==> config.mk <==
export PLATFORM = sky130hd
export DESIGN_NAME = serial_nvm_slave
export DESIGN_NICKNAME = d
export VERILOG_FILES = /design/src/rtl/nvm_pkg.sv /design/src/rtl/nvm_sync.sv /design/src/rtl/nvm_frame_rx.sv /design/src/rtl/nvm_busy_timer.sv /design/src/rtl/nvm_array.sv /design/src/rtl/serial_nvm_slave.sv
export SDC_FILE = /design/constraint.sdc
export NUM_CORES = 2
export LEC_CHECK = 0
export CORE_MARGIN = 4
export CORE_UTILIZATION = 35
export DETAILED_ROUTE_END_ITERATION = 8
export PLACE_DENSITY_LB_ADDON = 0.2
export SYNTH_ARGS = -nofsm -noshare
export SYNTH_HDL_FRONTEND = slang
export SYNTH_HIERARCHICAL = 1
export SYNTH_SLANG_ARGS = --single-unit
==> constraint.sdc <==
create_clock -name clk -period 3.74 [get_ports clk]
set_clock_uncertainty 0.15 [all_clocks]
set_input_delay 1.122 -clock clk [delete_from_list [all_inputs] [get_ports clk]]
set_output_delay 1.122 -clock clk [all_outputs]
set_load 0.1 [all_outputs]
==> src/rtl/nvm_pkg.sv <==
package nvm_pkg;
  localparam logic [7:0] OP_READ   = 8'h02;
  localparam logic [7:0] OP_WRITE  = 8'h06;
  localparam logic [7:0] OP_ERASE  = 8'h0C;
  localparam logic [7:0] OP_STATUS = 8'h0D;
  localparam logic [7:0] OP_UNLOCK = 8'h09;
  localparam logic [7:0] OP_LOCK   = 8'h0B;

  typedef enum logic [1:0] {
    OUT_IDLE,
    OUT_READ,
    OUT_STAT
  } out_mode_e;
endpackage

==> src/rtl/nvm_sync.sv <==
module nvm_sync #(
  parameter int          W      = 3,
  parameter int          STAGES = 2,
  parameter logic [W-1:0] INIT  = '0
) (
  input  logic         clk,
  input  logic         rst_n,
  input  logic [W-1:0] d,
  output logic [W-1:0] q
);
  logic [STAGES-1:0][W-1:0] st;

  always_ff @(posedge clk or negedge rst_n) begin
    if (!rst_n) begin
      st <= {STAGES{INIT}};
    end else begin
      st[0] <= d;
      for (int i = 1; i < STAGES; i++) st[i] <= st[i-1];
    end
  end

  assign q = st[STAGES-1];
endmodule

==> src/rtl/nvm_frame_rx.sv <==
module nvm_frame_rx #(
  parameter int ADDR_W = 7,
  parameter int FLD    = 8,
  localparam int CNT_W = $clog2(3*FLD+1)
) (
  input  logic              clk,
  input  logic              rst_n,
  input  logic              sel_n,
  input  logic              sclk,
  input  logic              sdi,
  output logic              active,
  output logic              fall,
  output logic [CNT_W-1:0]  cnt,
  output logic [ADDR_W-1:0] addr,
  output logic [FLD-1:0]    cmd,
  output logic [FLD-1:0]    data,
  output logic              hdr_done,
  output logic              frame_done
);
  localparam logic [CNT_W-1:0] END_ADDR = CNT_W'(FLD);
  localparam logic [CNT_W-1:0] END_CMD  = CNT_W'(2*FLD);
  localparam logic [CNT_W-1:0] END_ALL  = CNT_W'(3*FLD);

  logic           sclk_q;
  logic           rise;
  logic [FLD-1:0] addr_sr;

  assign active = !sel_n;
  assign rise   = active && sclk && !sclk_q;
  assign fall   = active && !sclk && sclk_q;
  assign addr   = addr_sr[ADDR_W-1:0];

  always_ff @(posedge clk or negedge rst_n) begin
    if (!rst_n) begin
      sclk_q     <= 1'b1;
      cnt        <= '0;
      addr_sr    <= '0;
      cmd        <= '0;
      data       <= '0;
      hdr_done   <= 1'b0;
      frame_done <= 1'b0;
    end else begin
      sclk_q     <= sclk;
      hdr_done   <= 1'b0;
      frame_done <= 1'b0;
      if (!active) begin
        cnt <= '0;
      end else if (rise && cnt < END_ALL) begin
        cnt <= cnt + 1'b1;
        if (cnt < END_ADDR)     addr_sr <= {sdi, addr_sr[FLD-1:1]};
        else if (cnt < END_CMD) cmd     <= {sdi, cmd[FLD-1:1]};
        else                    data    <= {sdi, data[FLD-1:1]};
        hdr_done   <= (cnt == END_CMD - 1'b1);
        frame_done <= (cnt == END_ALL - 1'b1);
      end
    end
  end
endmodule

==> src/rtl/nvm_busy_timer.sv <==
module nvm_busy_timer #(
  parameter int CYCLES = 100000,
  localparam int CW    = $clog2(CYCLES+1)
) (
  input  logic clk,
  input  logic rst_n,
  input  logic start,
  output logic busy
);
  logic [CW-1:0] left;

  always_ff @(posedge clk or negedge rst_n) begin
    if (!rst_n)         left <= '0;
    else if (start)     left <= CW'(CYCLES);
    else if (left != 0) left <= left - 1'b1;
  end

  assign busy = (left != '0);
endmodule

==> src/rtl/nvm_array.sv <==
module nvm_array #(
  parameter int ADDR_W = 7,
  parameter int DATA_W = 8,
  localparam int DEPTH = 1 << ADDR_W
) (
  input  logic              clk,
  input  logic              we,
  input  logic [ADDR_W-1:0] waddr,
  input  logic [DATA_W-1:0] wdata,
  input  logic              clr,
  input  logic [ADDR_W-1:0] raddr,
  output logic [DATA_W-1:0] rdata
);
  logic [DATA_W-1:0] mem [DEPTH];

  always_ff @(posedge clk) begin
    if (clr) begin
      for (int i = 0; i < DEPTH; i++) mem[i] <= '0;
    end else if (we) begin
      mem[waddr] <= wdata;
    end
  end

  assign rdata = mem[raddr];
endmodule

==> src/rtl/serial_nvm_slave.sv <==
module serial_nvm_slave #(
  parameter int ADDR_W      = 7,
  parameter int DATA_W      = 8,
  parameter int PROG_CYCLES = 100000,
  parameter int SYNC_STAGES = 2
) (
  input  logic clk,
  input  logic rst_n,
  input  logic sel_n,
  input  logic sclk,
  input  logic sdi,
  output logic sdo,
  output logic sdo_en
);
  import nvm_pkg::*;

  localparam int FLD   = DATA_W;
  localparam int CNT_W = $clog2(3*FLD+1);
  localparam logic [CNT_W-1:0] END_ALL = CNT_W'(3*FLD);

  logic [2:0]        sync_q;
  logic              rx_active, rx_fall, hdr_done, frame_done;
  logic [CNT_W-1:0]  bit_cnt;
  logic [ADDR_W-1:0] addr;
  logic [FLD-1:0]    cmd, data;
  logic              busy, ready, wen, start, erase_go, write_go;
  logic [DATA_W-1:0] rdata, rd_sr;
  out_mode_e         mode;

  nvm_sync #(.W(3), .STAGES(SYNC_STAGES), .INIT(3'b110)) u_sync (
    .clk(clk), .rst_n(rst_n), .d({sel_n, sclk, sdi}), .q(sync_q)
  );

  nvm_frame_rx #(.ADDR_W(ADDR_W), .FLD(FLD)) u_rx (
    .clk(clk), .rst_n(rst_n),
    .sel_n(sync_q[2]), .sclk(sync_q[1]), .sdi(sync_q[0]),
    .active(rx_active), .fall(rx_fall), .cnt(bit_cnt),
    .addr(addr), .cmd(cmd), .data(data),
    .hdr_done(hdr_done), .frame_done(frame_done)
  );

  nvm_busy_timer #(.CYCLES(PROG_CYCLES)) u_timer (
    .clk(clk), .rst_n(rst_n), .start(start), .busy(busy)
  );

  nvm_array #(.ADDR_W(ADDR_W), .DATA_W(DATA_W)) u_mem (
    .clk(clk), .we(write_go), .waddr(addr), .wdata(data),
    .clr(erase_go), .raddr(addr), .rdata(rdata)
  );

  assign ready    = !busy;
  assign erase_go = hdr_done   && ready && wen && (cmd == OP_ERASE);
  assign write_go = frame_done && ready && wen && (cmd == OP_WRITE);
  assign start    = erase_go || write_go;

  // protect latch: reset leaves the array locked
  always_ff @(posedge clk or negedge rst_n) begin
    if (!rst_n) begin
      wen <= 1'b0;
    end else if (hdr_done && ready) begin
      if (cmd == OP_UNLOCK)    wen <= 1'b1;
      else if (cmd == OP_LOCK) wen <= 1'b0;
    end
  end

  // output driver
  always_ff @(posedge clk or negedge rst_n) begin
    if (!rst_n) begin
      mode   <= OUT_IDLE;
      sdo    <= 1'b0;
      sdo_en <= 1'b0;
      rd_sr  <= '0;
    end else if (!rx_active) begin
      mode   <= OUT_IDLE;
      sdo    <= 1'b0;
      sdo_en <= 1'b0;
    end else if (hdr_done) begin
      if (cmd == OP_STATUS) begin
        mode   <= OUT_STAT;
        sdo_en <= 1'b1;
        sdo    <= ready;
      end else if (cmd == OP_READ && ready) begin
        mode  <= OUT_READ;
        rd_sr <= rdata;
      end
    end else begin
      case (mode)
        OUT_STAT: sdo <= ready;
        OUT_READ: if (rx_fall) begin
          if (bit_cnt < END_ALL) begin
            sdo_en <= 1'b1;
            sdo    <= rd_sr[0];
            rd_sr  <= rd_sr >> 1;
          end else begin
            sdo_en <= 1'b0;
            mode   <= OUT_IDLE;
          end
        end
        default: ;
      endcase
    end
  end
endmodule

==> run metrics <==
CP Capture Type flip-flop; Post-synth EDFFs 1,024; # IOs 7; endpoints failing setup 0; RSZ-0062 raised after global routing true; CP max-delay cell mux4_2; layout cells sized above 1 28.4%; Pwr Total 28.6 mW; met3 Track Usage GR 2.42%; Die Ht 388 um; Worst slew margin 32.5%; first-pass GRT wire length 197 mm; library cells used by synthesis 62; Final ANT Viol Nets 0; CP Cell Sequence buf_12 > buf_16 > buf_4 > mux4_2 > mux4_2 > mux4_2 > mux2_2 > mux2_2 > mux2_2; Yosys Warn Count 6; total gr overflow 0; 1st-pass router iterations 5; critical path class flip-flop to flip-flop; Power Dens Cells 491 nW/um^2; Cells after Synth 3,191; main area contributors after synthesis edfxtp_1, mux4_2, and2_1, dfrtp_1, or2_2; Final nets 3,351; RePlAce Congestion about 0.77; crit-path max FO 14; clock network fraction of design power 39.2%; Logic pwr share 13.7%; DRC viols 0; Achievable Freq 270 MHz; core area 143,000 um^2; initial antenna violation count 5; vias in the first global route 27,800; synth cell count leaders and2_1, edfxtp_1, mux4_2; fin cells ~5,300; die footprint 151,000 um^2; crit share post-route slightly below 100%; port bufs 6; root buf cell clkbuf_16; All-Layer GR Usage 17.6%; total CTS buffers 118; Worst VDD drop 0.449 mV; via count around 27,000; Seq cells post-synth 1,092; Arrival @ worst endpoint about 4.2 ns; drt initial violations 2,532; Yosys top cell area share 60.8%; crit path time final 3.71 ns; syn avg cell area approximately 16 um^2; GRT Max-Usage Layer met2; Post-Place Worst Slack -0.284 ns; syn nets 3,200; Post-Place Cells 5,110; run status complete, no violations; CTS hold repair buffers 0; Longest Clk Path Bufs 3; worst path buffer plus inverter count 3; Reg power frac 47.2%; final core occ 40.6%; clock slew at reported path FFs 0.06 ns; Horiz. Die Dim just under 400 um; worst-margin pin slew 1.01 ns; Hold Path Class flip-flop to flip-flop; post-DP HPWL 86.4 mm; Core Rows 139; Skew-Pair Late Insertion Delay 0.72 ns; count leader, synth and2_1; pin count of the biggest net entering global routing between 80 and 90; cell type with the largest total area after synthesis edfxtp_1; mapped cell area 50,600 um^2; Fin. Hold Viols 0; routed len/inst ~25 um; fin. max-slew vios 0; DR vias/cell 5.08; Synth Flop Type edfxtp_1; critical path's largest stage delay around 0.57 ns; net switching fraction of the power 25.5%; Leak 17.0 nW; max-cap violation count 0; sequential element share of the synthesized area 64.2%; Crit path max-delay family multiplexers; startpoint types flip-flop; Fill cells 13,000; initial cell density of the core 35.2%; clk sink count approximately 1,100; Routed WL 135 mm; GR Util met1 between 20% and 30%; GR Util met2 27.6%; H-Tree Depth 3; TritonCTS clock tree yes; internal power around 21 mW; CP Data Required Time 4.20 ns; Area Overhead vs Synth 15.4%; final setup margin about 0.033 ns; ys async rst share 6.23%; sw power 7.30 mW
[what timing repair did]
item	CTS	global route
pin swaps	0	0
resized for setup	6	25
gates cloned	0	5
setup buffers	4	6
endpoints found under the setup margin	631	505
[layout make-up]
cell class | count | area (um^2) | share of cell area [%]
diodes | 2 | 5.00 | 0.00858
clock buffers | 159 | 3190 | 5.47
clock inverters | 61 | 478 | 0.819
inverters | 9 | 33.8 | 0.0579
multi-input cells | 1861 | 17200 | 29.4
flip-flops and latches | 1092 | 32500 | 55.7
well taps | 1903 | 2380 | 4.08
repair buffers | 260 | 2570 | 4.40
[sequential cells by signal, summed over array words and instances (netlist names)]
signal	flops
wen	1
u_rx/cmd	8
sdo	1
rd_sr	8
u_rx/cnt	5
sdo_en	1
u_timer/left	17
u_rx/hdr_done	1
u_mem/mem	1024
u_rx/addr_sr	8
u_sync/q	3
u_rx/sclk_q	1
u_sync/st	3
u_rx/data	8
u_rx/frame_done	1
mode	2
[power by group through the flow]
stage	sequential (mW)	clock, mW	combinational [mW]
2_1_floorplan	13.5	0	2.62
3_3_place_gp	13.8	0	3.79
3_5_place_dp	13.8	0	3.78
4_1_cts	13.5	11.6	3.84
5_1_grt	13.5	12.1	4.16
6_report	13.5	11.2	3.92
[metrics by stage]
stage          TNS [ns]  hold WS (ns)  instance area (um^2)
2_1_floorplan         0         0.181                 50600
3_3_place_gp     -55.89         0.220                 54300
3_5_place_dp     -33.17         0.227                 54300
4_1_cts               0         0.225                 58000
5_1_grt          -0.140         0.230                 58300
6_report              0         0.223                 58300
[layout by cell type, fill, tap and decap left out, types with 11 or more instances in the layout]
cell type | synthesis | final
clkinv_2 | 0 | 22
nand3_1 | 20 | 17
dfrtp_4 | 0 | 12
buf_12 | 0 | 31
clkbuf_16 | 0 | 124
mux2_2 | 40 | 40
nor2_1 | 146 | 139
dfrtp_1 | 63 | 51
clkbuf_1 | 172 | 34
nor3_1 | 13 | 12
mux4_2 | 336 | 336
nand2_1 | 33 | 33
or2_2 | 128 | 116
nor2b_1 | 11 | 11
or2_4 | 0 | 12
edfxtp_1 | 1024 | 1024
clkinv_1 | 0 | 21
buf_4 | 21 | 212
and2_1 | 1026 | 1026
[cells by family after synthesis]
logic type      Yosys count  synth area share (%)
fa+ha+maj                 4                0.0990
mux                     386                  16.1
compound gates           39                 0.530
buf+inv                 238                  2.00
flops                  1092                  64.2
simple gates           1432                  17.0
[metal layers]
layer | vias up | routed length (um)
met5 | - | 0
met4 | 0 | 2730
met3 | 167 | 6050
met2 | 619 | 62900
met1 | 14300 | 62900
li1 | 12100 | -
[path summary, 6_finish.rpt]
path,startpoint,endpoint,slack [ns],cells after the start
max,u_rx/addr_sr[0]$_DFFE_PN0P_,rd_sr[3]$_DFFE_PN0P_,0.03,9
min,u_sync/st[1]$_DFF_PN1_,u_sync/q[1]$_DFF_PN1_,0.22,0
max reg2reg,u_rx/addr_sr[0]$_DFFE_PN0P_,rd_sr[3]$_DFFE_PN0P_,0.03,9
min reg2reg,u_sync/st[1]$_DFF_PN1_,u_sync/q[1]$_DFF_PN1_,0.22,0
max in group asynchronous,rst_n,u_sync/st[1]$_DFF_PN1_,2.40,2
min in group asynchronous,rst_n,u_rx/cmd[4]$_DFFE_PN0P_,0.27,1
(Power assumes the default switching activity.)
